## src/rtl/bgnd_pkg.sv

```systemverilog
package bgnd_pkg;

  typedef enum logic [2:0] {
    CLS_HW_RD  = 3'd0,
    CLS_HW_WR  = 3'd1,
    CLS_FW_RD  = 3'd2,
    CLS_FW_WR  = 3'd3,
    CLS_RESUME = 3'd4
  } cmd_cls_e;

  typedef enum logic [2:0] {
    ST_IDLE,
    ST_OPC,
    ST_ADDR,
    ST_WDAT,
    ST_WAIT,
    ST_RDAT
  } seq_state_e;

  function automatic cmd_cls_e decode_cls(logic [2:0] raw);
    case (raw)
      3'd0:    return CLS_HW_RD;
      3'd1:    return CLS_HW_WR;
      3'd2:    return CLS_FW_RD;
      3'd3:    return CLS_FW_WR;
      default: return CLS_RESUME;
    endcase
  endfunction

  function automatic int max2(int a, int b);
    return (a > b) ? a : b;
  endfunction

endpackage

```

## src/rtl/bgnd_bit_cell.sv

```systemverilog
module bgnd_bit_cell #(
  parameter int BIT_CYC    = 16,
  parameter int LOW1_CYC   = 4,
  parameter int LOW0_CYC   = 13,
  parameter int RX_DRV_CYC = 2,
  parameter int SAMPLE_CYC = 10
) (
  input  logic clk_i,
  input  logic rst_ni,
  input  logic run_i,
  input  logic rx_i,
  input  logic tx_bit_i,
  input  logic line_i,
  output logic drive_low_o,
  output logic bit_end_o,
  output logic rx_bit_o
);
  localparam int CW = $clog2(BIT_CYC);
  localparam logic [CW-1:0] LAST   = CW'(BIT_CYC - 1);
  localparam logic [CW-1:0] SAMPLE = CW'(SAMPLE_CYC);
  localparam logic [CW-1:0] L1     = CW'(LOW1_CYC);
  localparam logic [CW-1:0] L0     = CW'(LOW0_CYC);
  localparam logic [CW-1:0] LRX    = CW'(RX_DRV_CYC);

  logic [CW-1:0] cnt_q;
  logic [CW-1:0] low_len;
  logic          rx_bit_q;

  always_ff @(posedge clk_i or negedge rst_ni) begin
    if (!rst_ni)               cnt_q <= '0;
    else if (!run_i)           cnt_q <= '0;
    else if (cnt_q == LAST)    cnt_q <= '0;
    else                       cnt_q <= cnt_q + 1'b1;
  end

  always_ff @(posedge clk_i or negedge rst_ni) begin
    if (!rst_ni) rx_bit_q <= 1'b1;
    else if (run_i && rx_i && cnt_q == SAMPLE) rx_bit_q <= line_i;
  end

  always_comb begin
    if (rx_i)          low_len = LRX;
    else if (tx_bit_i) low_len = L1;
    else               low_len = L0;
  end

  assign drive_low_o = run_i && (cnt_q < low_len);
  assign bit_end_o   = run_i && (cnt_q == LAST);
  assign rx_bit_o    = rx_bit_q;
endmodule

```

## src/rtl/bgnd_wait_timer.sv

```systemverilog
module bgnd_wait_timer #(
  parameter int WCW         = 9,
  parameter int ACK_TMO_CYC = 300
) (
  input  logic           clk_i,
  input  logic           rst_ni,
  input  logic           en_i,
  input  logic [WCW-1:0] len_i,
  input  logic           ack_en_i,
  input  logic           ack_edge_i,
  output logic           fin_o,
  output logic           tmo_o
);
  localparam logic [WCW-1:0] TMO_LAST = WCW'(ACK_TMO_CYC - 1);

  logic [WCW-1:0] cnt_q;
  logic           tmo_hit;

  always_ff @(posedge clk_i or negedge rst_ni) begin
    if (!rst_ni)    cnt_q <= '0;
    else if (!en_i) cnt_q <= '0;
    else            cnt_q <= cnt_q + 1'b1;
  end

  assign tmo_hit = (cnt_q == TMO_LAST);
  assign fin_o   = en_i && (ack_en_i ? (ack_edge_i || tmo_hit) : (cnt_q == len_i - 1'b1));
  assign tmo_o   = en_i && ack_en_i && !ack_edge_i && tmo_hit;
endmodule

```

## src/rtl/bgnd_cmd_seq.sv

```systemverilog
module bgnd_cmd_seq
  import bgnd_pkg::*;
#(
  parameter int BIT_CYC     = 16,
  parameter int LOW1_CYC    = 4,
  parameter int LOW0_CYC    = 13,
  parameter int RX_DRV_CYC  = 2,
  parameter int SAMPLE_CYC  = 10,
  parameter int DLY_HW      = 150,
  parameter int DLY_FW_RD   = 48,
  parameter int DLY_FW_WR   = 36,
  parameter int DLY_RESUME  = 76,
  parameter int ACK_TMO_CYC = 300
) (
  input  logic        clk_i,
  input  logic        rst_ni,
  input  logic        start_i,
  input  logic [2:0]  cls_i,
  input  logic [7:0]  opcode_i,
  input  logic [15:0] addr_i,
  input  logic [15:0] wdata_i,
  input  logic        ack_en_i,
  output logic        busy_o,
  output logic        done_o,
  output logic [15:0] rdata_o,
  output logic        err_o,
  input  logic        wire_i,
  output logic        wire_low_o
);
  localparam int MAX_WAIT = max2(max2(max2(DLY_HW, DLY_FW_RD), max2(DLY_FW_WR, DLY_RESUME)),
                                 ACK_TMO_CYC);
  localparam int WCW = $clog2(MAX_WAIT + 1);

  seq_state_e  state_q;
  cmd_cls_e    cls_q;
  logic        ack_en_q;
  logic [15:0] addr_q, wdata_q, shreg_q, rdata_q;
  logic [3:0]  idx_q;
  logic        err_q, done_q;
  logic [1:0]  sync_q;
  logic        line_prev_q;

  logic        line, ack_edge;
  logic        shifting, rx_mode, is_read;
  logic        bit_end, rx_bit, last_bit;
  logic        wait_fin, wait_tmo;
  logic [WCW-1:0] wait_len;

  // two-stage line synchronizer and falling-edge detect
  always_ff @(posedge clk_i or negedge rst_ni) begin
    if (!rst_ni) begin
      sync_q      <= 2'b11;
      line_prev_q <= 1'b1;
    end else begin
      sync_q      <= {sync_q[0], wire_i};
      line_prev_q <= sync_q[1];
    end
  end
  assign line     = sync_q[1];
  assign ack_edge = line_prev_q && !line;

  assign shifting = (state_q == ST_OPC) || (state_q == ST_ADDR) ||
                    (state_q == ST_WDAT) || (state_q == ST_RDAT);
  assign rx_mode  = (state_q == ST_RDAT);
  assign is_read  = (cls_q == CLS_HW_RD) || (cls_q == CLS_FW_RD);

  bgnd_bit_cell #(
    .BIT_CYC   (BIT_CYC),
    .LOW1_CYC  (LOW1_CYC),
    .LOW0_CYC  (LOW0_CYC),
    .RX_DRV_CYC(RX_DRV_CYC),
    .SAMPLE_CYC(SAMPLE_CYC)
  ) u_bit (
    .clk_i      (clk_i),
    .rst_ni     (rst_ni),
    .run_i      (shifting),
    .rx_i       (rx_mode),
    .tx_bit_i   (shreg_q[15]),
    .line_i     (line),
    .drive_low_o(wire_low_o),
    .bit_end_o  (bit_end),
    .rx_bit_o   (rx_bit)
  );

  always_comb begin
    case (cls_q)
      CLS_HW_RD, CLS_HW_WR: wait_len = WCW'(DLY_HW);
      CLS_FW_RD:            wait_len = WCW'(DLY_FW_RD);
      CLS_FW_WR:            wait_len = WCW'(DLY_FW_WR);
      default:              wait_len = WCW'(DLY_RESUME);
    endcase
  end

  bgnd_wait_timer #(
    .WCW        (WCW),
    .ACK_TMO_CYC(ACK_TMO_CYC)
  ) u_wait (
    .clk_i     (clk_i),
    .rst_ni    (rst_ni),
    .en_i      (state_q == ST_WAIT),
    .len_i     (wait_len),
    .ack_en_i  (ack_en_q),
    .ack_edge_i(ack_edge),
    .fin_o     (wait_fin),
    .tmo_o     (wait_tmo)
  );

  assign last_bit = bit_end && ((state_q == ST_OPC) ? (idx_q == 4'd7) : (idx_q == 4'd15));

  always_ff @(posedge clk_i or negedge rst_ni) begin
    if (!rst_ni) begin
      state_q  <= ST_IDLE;
      cls_q    <= CLS_RESUME;
      ack_en_q <= 1'b0;
      addr_q   <= '0;
      wdata_q  <= '0;
      shreg_q  <= '0;
      rdata_q  <= '0;
      idx_q    <= '0;
      err_q    <= 1'b0;
      done_q   <= 1'b0;
    end else begin
      done_q <= 1'b0;
      case (state_q)
        ST_IDLE: begin
          if (start_i) begin
            cls_q    <= decode_cls(cls_i);
            ack_en_q <= ack_en_i;
            addr_q   <= {addr_i[15:1], 1'b0};
            wdata_q  <= wdata_i;
            shreg_q  <= {opcode_i, 8'h00};
            idx_q    <= '0;
            err_q    <= 1'b0;
            state_q  <= ST_OPC;
          end
        end
        ST_WAIT: begin
          if (wait_fin) begin
            if (wait_tmo) err_q <= 1'b1;
            if (is_read) begin
              state_q <= ST_RDAT;
              idx_q   <= '0;
            end else begin
              state_q <= ST_IDLE;
              done_q  <= 1'b1;
            end
          end
        end
        default: begin
          if (bit_end) begin
            shreg_q <= rx_mode ? {shreg_q[14:0], rx_bit} : {shreg_q[14:0], 1'b0};
            idx_q   <= idx_q + 1'b1;
          end
          if (last_bit) begin
            idx_q <= '0;
            case (state_q)
              ST_OPC: begin
                if (cls_q == CLS_HW_RD || cls_q == CLS_HW_WR) begin
                  state_q <= ST_ADDR;
                  shreg_q <= addr_q;
                end else if (cls_q == CLS_FW_WR) begin
                  state_q <= ST_WDAT;
                  shreg_q <= wdata_q;
                end else begin
                  state_q <= ST_WAIT;
                end
              end
              ST_ADDR: begin
                if (cls_q == CLS_HW_WR) begin
                  state_q <= ST_WDAT;
                  shreg_q <= wdata_q;
                end else begin
                  state_q <= ST_WAIT;
                end
              end
              ST_WDAT: state_q <= ST_WAIT;
              default: begin
                rdata_q <= {shreg_q[14:0], rx_bit};
                state_q <= ST_IDLE;
                done_q  <= 1'b1;
              end
            endcase
          end
        end
      endcase
    end
  end

  assign busy_o  = (state_q != ST_IDLE);
  assign done_o  = done_q;
  assign rdata_o = rdata_q;
  assign err_o   = err_q;
endmodule

```

## config.mk

```make
export PLATFORM = sky130hd
export DESIGN_NAME = bgnd_cmd_seq
export DESIGN_NICKNAME = d
export VERILOG_FILES = /design/src/rtl/bgnd_pkg.sv /design/src/rtl/bgnd_bit_cell.sv /design/src/rtl/bgnd_wait_timer.sv /design/src/rtl/bgnd_cmd_seq.sv
export SDC_FILE = /design/constraint.sdc
export NUM_CORES = 1
export LEC_CHECK = 0
export ABC_AREA = 1
export ABC_CLOCK_PERIOD_IN_PS = 5500
export BUFFER_PORTS_ARGS = -buffer_cell sky130_fd_sc_hd__buf_2
export CAP_MARGIN = 0
export CORE_MARGIN = 1.5
export CORE_UTILIZATION = 62
export CTS_CLUSTER_DIAMETER = 120
export CTS_CLUSTER_SIZE = 25
export DETAILED_ROUTE_END_ITERATION = 16
export PLACE_DENSITY = 0.95
export REMOVE_ABC_BUFFERS = 1
export SLEW_MARGIN = 20
export SYNTH_ARGS = -nofsm -noshare
export SYNTH_HDL_FRONTEND = slang
export SYNTH_SLANG_ARGS = --single-unit
export TNS_END_PERCENT = 20
```

## constraint.sdc

```tcl
create_clock -name clk_i -period 5.5 [get_ports clk_i]
set_clock_uncertainty 0.15 [all_clocks]
set_input_delay 1.1 -clock clk_i [delete_from_list [all_inputs] [get_ports clk_i]]
set_output_delay 1.1 -clock clk_i [all_outputs]
set_load 0.005 [all_outputs]
```

# After elaboration in Yosys (flattened, before gate mapping)

Cells that the tools add are included.

Add/sub/neg operators: 4
Magnitude comparators: 1
Equal/unequal tests: 21
Muxes and demuxes: 42
Bitwise logic cells: 3
Reductions and logical operators: 34

Operators with widths:

| kind                                                                  | count |
|---|---|
| 16-bit 2-to-1 mux                                                     | 6 |
| 16-bit one-hot mux with 2 select lines                                | 2 |
| 4-bit 2-to-1 mux                                                      | 9 |
| 8-bit one-hot mux with 3 select lines                                 | 1 |
| 3-bit 2-to-1 mux                                                      | 7 |
| 3-bit by 2-bit equality test with 1-bit output, second input constant | 6 |
| 4-bit equality test, second input constant                            | 3 |
| 3-bit one-hot mux with 4 select lines                                 | 1 |
| 1-bit logical AND                                                     | 10 |
| 1-bit 2-to-1 mux                                                      | 10 |
| 9-bit by 1-bit adder with 9-bit output, second input constant         | 1 |
| 3-bit by 1-bit equality test with 1-bit output, second input constant | 3 |
| 9-bit equality test                                                   | 1 |
| 9-bit equality test, second input constant                            | 1 |
| 3-bit zero test                                                       | 3 |
| 9-bit 2-to-1 mux                                                      | 1 |
| 3-bit one-hot mux with 3 select lines                                 | 1 |
| 8-bit by 1-bit subtractor with 9-bit output, second input constant    | 1 |
| 4-bit by 1-bit adder with 4-bit output, second input constant         | 2 |
| 2-bit inequality test, second input constant                          | 4 |
| 4-bit one-hot mux with 2 select lines                                 | 1 |
| 4-bit AND reduction                                                   | 2 |
| 3-bit equality test, second input constant                            | 2 |
| 1-bit logical OR                                                      | 6 |
| 13 further kinds                                                      | 21 |

Flip-flop bits (word level): 93
Output and inout bits: 20
Logic and storage cells: 120

# Depth between registers and ports, before layout

Word-level depth: 11
Gate-level depth with buffers: 14
Depth with buffers taken out: 14

# Hierarchy

A second synthesis with hierarchy kept.

Cells, all modules: 748
Area, all modules: 5,317.6 µm²

Modules (own cells, without submodules):

| module          | instances | cells an instance | area each (µm²) | sequential area each (µm²) |
|---|---|---|---|---|
| bgnd_cmd_seq    | 1         | 571               | 4,195.3         | 1,981.9 |
| bgnd_wait_timer | 1         | 134               | 795.8           | 225.2 |
| bgnd_bit_cell   | 1         | 43                | 326.6           | 126.4 |

# Worst setup path before layout

OpenSTA, ideal clock, no wires.

Kind: register to output
Start: register state_q[2]
End: output wire_low_o
Arrival: 1,531 ps
Required time: 4,250 ps
Slack: 2,719 ps
Cell stages (with the launch flop): 8
Buffers on the path: 0
Cell sequence: dfrtp_1 inv_2 nor2_1 or2_2 ha_1 a21oi_1 nand2_1 nor2_1

Cells in the longest elaborated chain, start to end: 5

RTL lines:

| element                                                                    | line                | source |
|---|---|---|
| start, declared                                                            | bgnd_cmd_seq.sv:34  | `seq_state_e state_q;` |
| start signal, assigned                                                     | bgnd_cmd_seq.sv:112 | `state_q <= ST_IDLE;` |
| start signal, assigned                                                     | bgnd_cmd_seq.sv:134 | `state_q <= ST_OPC;` |
| start signal, assigned                                                     | bgnd_cmd_seq.sv:141 | `state_q <= ST_RDAT;` |
| parallel branches: the longest is 4 deep, another holds 4-bit < comparator | n/a                 |  |
| 1-bit logical AND (*)                                                      | bgnd_bit_cell.sv:47 | `assign drive_low_o = run_i && (cnt_q < low_len);` |
| end, declared                                                              | bgnd_cmd_seq.sv:28  | `output logic wire_low_o` |

Every way passes the cells marked *.

# Worst setup path in the final report

Same ends and word-level chain as after synthesis.

==> results.cfg <==
[outcome]
status = finished clean

[timing]
worst_pin_slew_ps = 804
fin_crit_sh_pct = 61.7
setup_violations = 0
fin_crit_ps = 3390
max_freq_mhz = 295
finalSetupTns_ps = 0
maxSlewViolCount = 0
rsz0062_at_grt = no
layout_setup_ws_ps = 2110
finalHoldViolations = 0
slew_headroom_pct = 46.4

[worst_setup_path]
cp_max_fo = 7
worstPathRequired_ps = 4250
criticalPathCategory = reg -> out
worst_setup_path_start_kind = flip-flop
crit_path_end_kind = output port
worstPathArrival_ps = 2140

[clock_tree]
cts_sinks = 93
cts_tree = built
clockBufferDepth = 2
ctsHoldBuffers = 0
post_cts_buffers = 0
ctsResizeCount = 0
cts_htree_levels = 3
cts_made_buffers = 9
root_buffer = clkbuf_8
insertion_delay_ps = 370
clkTransAtPathRegs_ps = 90

[routing]
first_pass_iters = 6
drtIter0Drc = 388
drc = 0
wl_per_cell_um = 13.2
dr.max_layer_used = met4
met3_length_um = 770
wl_met2_mm = 5.35
ant_nets = 0
m1WireLength_mm = 4.80
vias = 4640
routed_wl_mm = 11.2
via_per_inst = 5.47

[power]
peakVddDrop_v = 0.000250
finalPower_mw = 2.33
leakage_nw = 2.98
p_per_area_nw_per_um2 = 418

[global_route]
first_global_vias = 4246
antenna_found_initial = 0
grt_usage_pct = 27.6
grt_start_max_net_pins = 94
overflow = 0
grt_pass1_wl_mm = 19.0

[yosys]
yosysSeqAreaShare_pct = 46.6
ys.flop_type = dfrtp_1
syn_inst = 683
synth_seq_cells = 93
synth_area_um2 = 5000
synth_area_per_cell_um2 = 7.33
ys_types = 34
synth-async-reset-ratio_pct = 100
yosys_warnings = 0
synth_edf_count = 0

[placement]
place.gp.congestion = 0.905
place_inst = 832
hpwl_mm = 7.96
port_buffers = 66
place_ws_ps = 2510

[job]
maxCapViolCount = 0

[min_path]
hp-class = reg -> reg

[floorplan]
std_cell_rows = 32
ios = 68
placeableCoreArea_um2 = 7770
die_h_um = 92.8
die_x_um = 92.8
dieArea_um2 = 8620
initial_core_util_pct = 64.4

[final_layout]
final_cells = 848
layout-drive-gt1-share_pct = 14.7
nFillCells = 570
area_growth_pct = 11.3
num_antenna_cells = 0
layout.nets = 797
[layout by cell type, fill, tap and decap left out, types with 6 or more instances in the layout]
cell type and n:
o21ai_1 18, o21ai_0 49, nor2_1 48, a21oi_1 16, nand4_1 13, inv_1 61
nand2_1 275, ha_1 8, nor3_1 6, nand3_1 42, dfrtp_1 88, buf_2 65
clkbuf_8 9, o21a_1 7, nand2_2 6
[report_power, final]
group	total, mW	switching [mW]	internal [mW]
Sequential	1.02	0.151	0.869
Combinational	0.848	0.579	0.269
Clock	0.459	0.248	0.212
Total	2.33	0.977	1.35
[Yosys cell counts (3+ instances only)]
library cell,count,share of area (%)
inv_2,3,0.23
nand3_1,42,4.2
o21ai_1,18,1.8
o21ai_0,49,4.9
dfstp_2,5,2.6
clkbuf_1,7,0.53
nand2_2,6,0.75
inv_1,61,4.6
o21a_1,7,1.1
buf_2,9,0.90
ha_1,8,2.0
nor2_1,48,3.6
nand2_1,275,21
nor3_1,6,0.60
nand4_1,13,1.6
dfrtp_1,88,44
a21oi_1,16,1.6
[stage by stage]
step / cell area [µm²] / hold slack [ps] / utilization [%]
4_1_cts: 5570 / 212 / 71.6
6_report: 5570 / 211 / 71.7
5_1_grt: 5570 / 221 / 71.7
3_3_place_gp: 5370 / 198 / 69.1
3_5_place_dp: 5370 / 198 / 69.1
2_1_floorplan: 4900 / 195 / -
[final timing paths]
check | startpoint | to | slack, ps | depth (start not counted)
max | state_q[2] | wire_low_o | 2110 | 8
min | sync_q[0] | sync_q[1] | 210 | 0
max reg2reg | state_q[0] | cls_q[1] | 2630 | 10
min reg2reg | sync_q[0] | sync_q[1] | 210 | 0
max in group asynchronous | rst_ni | rdata_o[4] | 4010 | 1
min in group asynchronous | rst_ni | u_wait.cnt_q[4] | 640 | 1
[metal layers]
layer | track usage (%) | up-vias
met1 | 37.0 | 2115
met5 | 0 | -
li1 | - | 2283
met2 | 45.4 | 214
met3 | 4.76 | 28
met4 | 9.34 | 0
[cell families after synthesis]
| group | Yosys count | synth area share (%) |
|---|---|---|
| buf+inv | 85 | 6.98 |
| flops | 93 | 46.6 |
| compound gates | 92 | 9.68 |
| fa+ha+maj | 8 | 2.00 |
| simple gates | 402 | 34.2 |
| xor+xnor | 3 | 0.525 |
[final cells by class]
| cell class | count | area (µm²) | share of cell area (%) |
|---|---|---|---|
| clock buffers | 9 | 124 | 2.22 |
| clock inverters | 7 | 72.6 | 1.30 |
| inverters | 65 | 246 | 4.43 |
| multi-input cells | 505 | 2320 | 41.7 |
| flip-flops and latches | 93 | 2330 | 41.9 |
| well taps | 102 | 128 | 2.29 |
| repair buffers | 67 | 344 | 6.18 |
[flip-flops by register name (all words and copies together), names as in the netlist]
signal	cells
u_bit.rx_bit_o	1
rdata_o	16
wdata_q	16
err_o	1
cls_q	3
shreg_q	16
state_q	3
addr_q	15
ack_en_q	1
sync_q	2
u_bit.cnt_q	4
line_prev_q	1
u_wait.cnt_q	9
done_o	1
idx_q	4
[critical path, stage by stage (launching register included)]
cell and delay, ps:
dfrtp_1 480, inv_2 190, nor2_1 110, or2_2 290
ha_1 300, a21oi_1 150, nand2_1 60, nor2_1 80
buf_2 110
No activity file was read; power rests on OpenSTA's default activity.
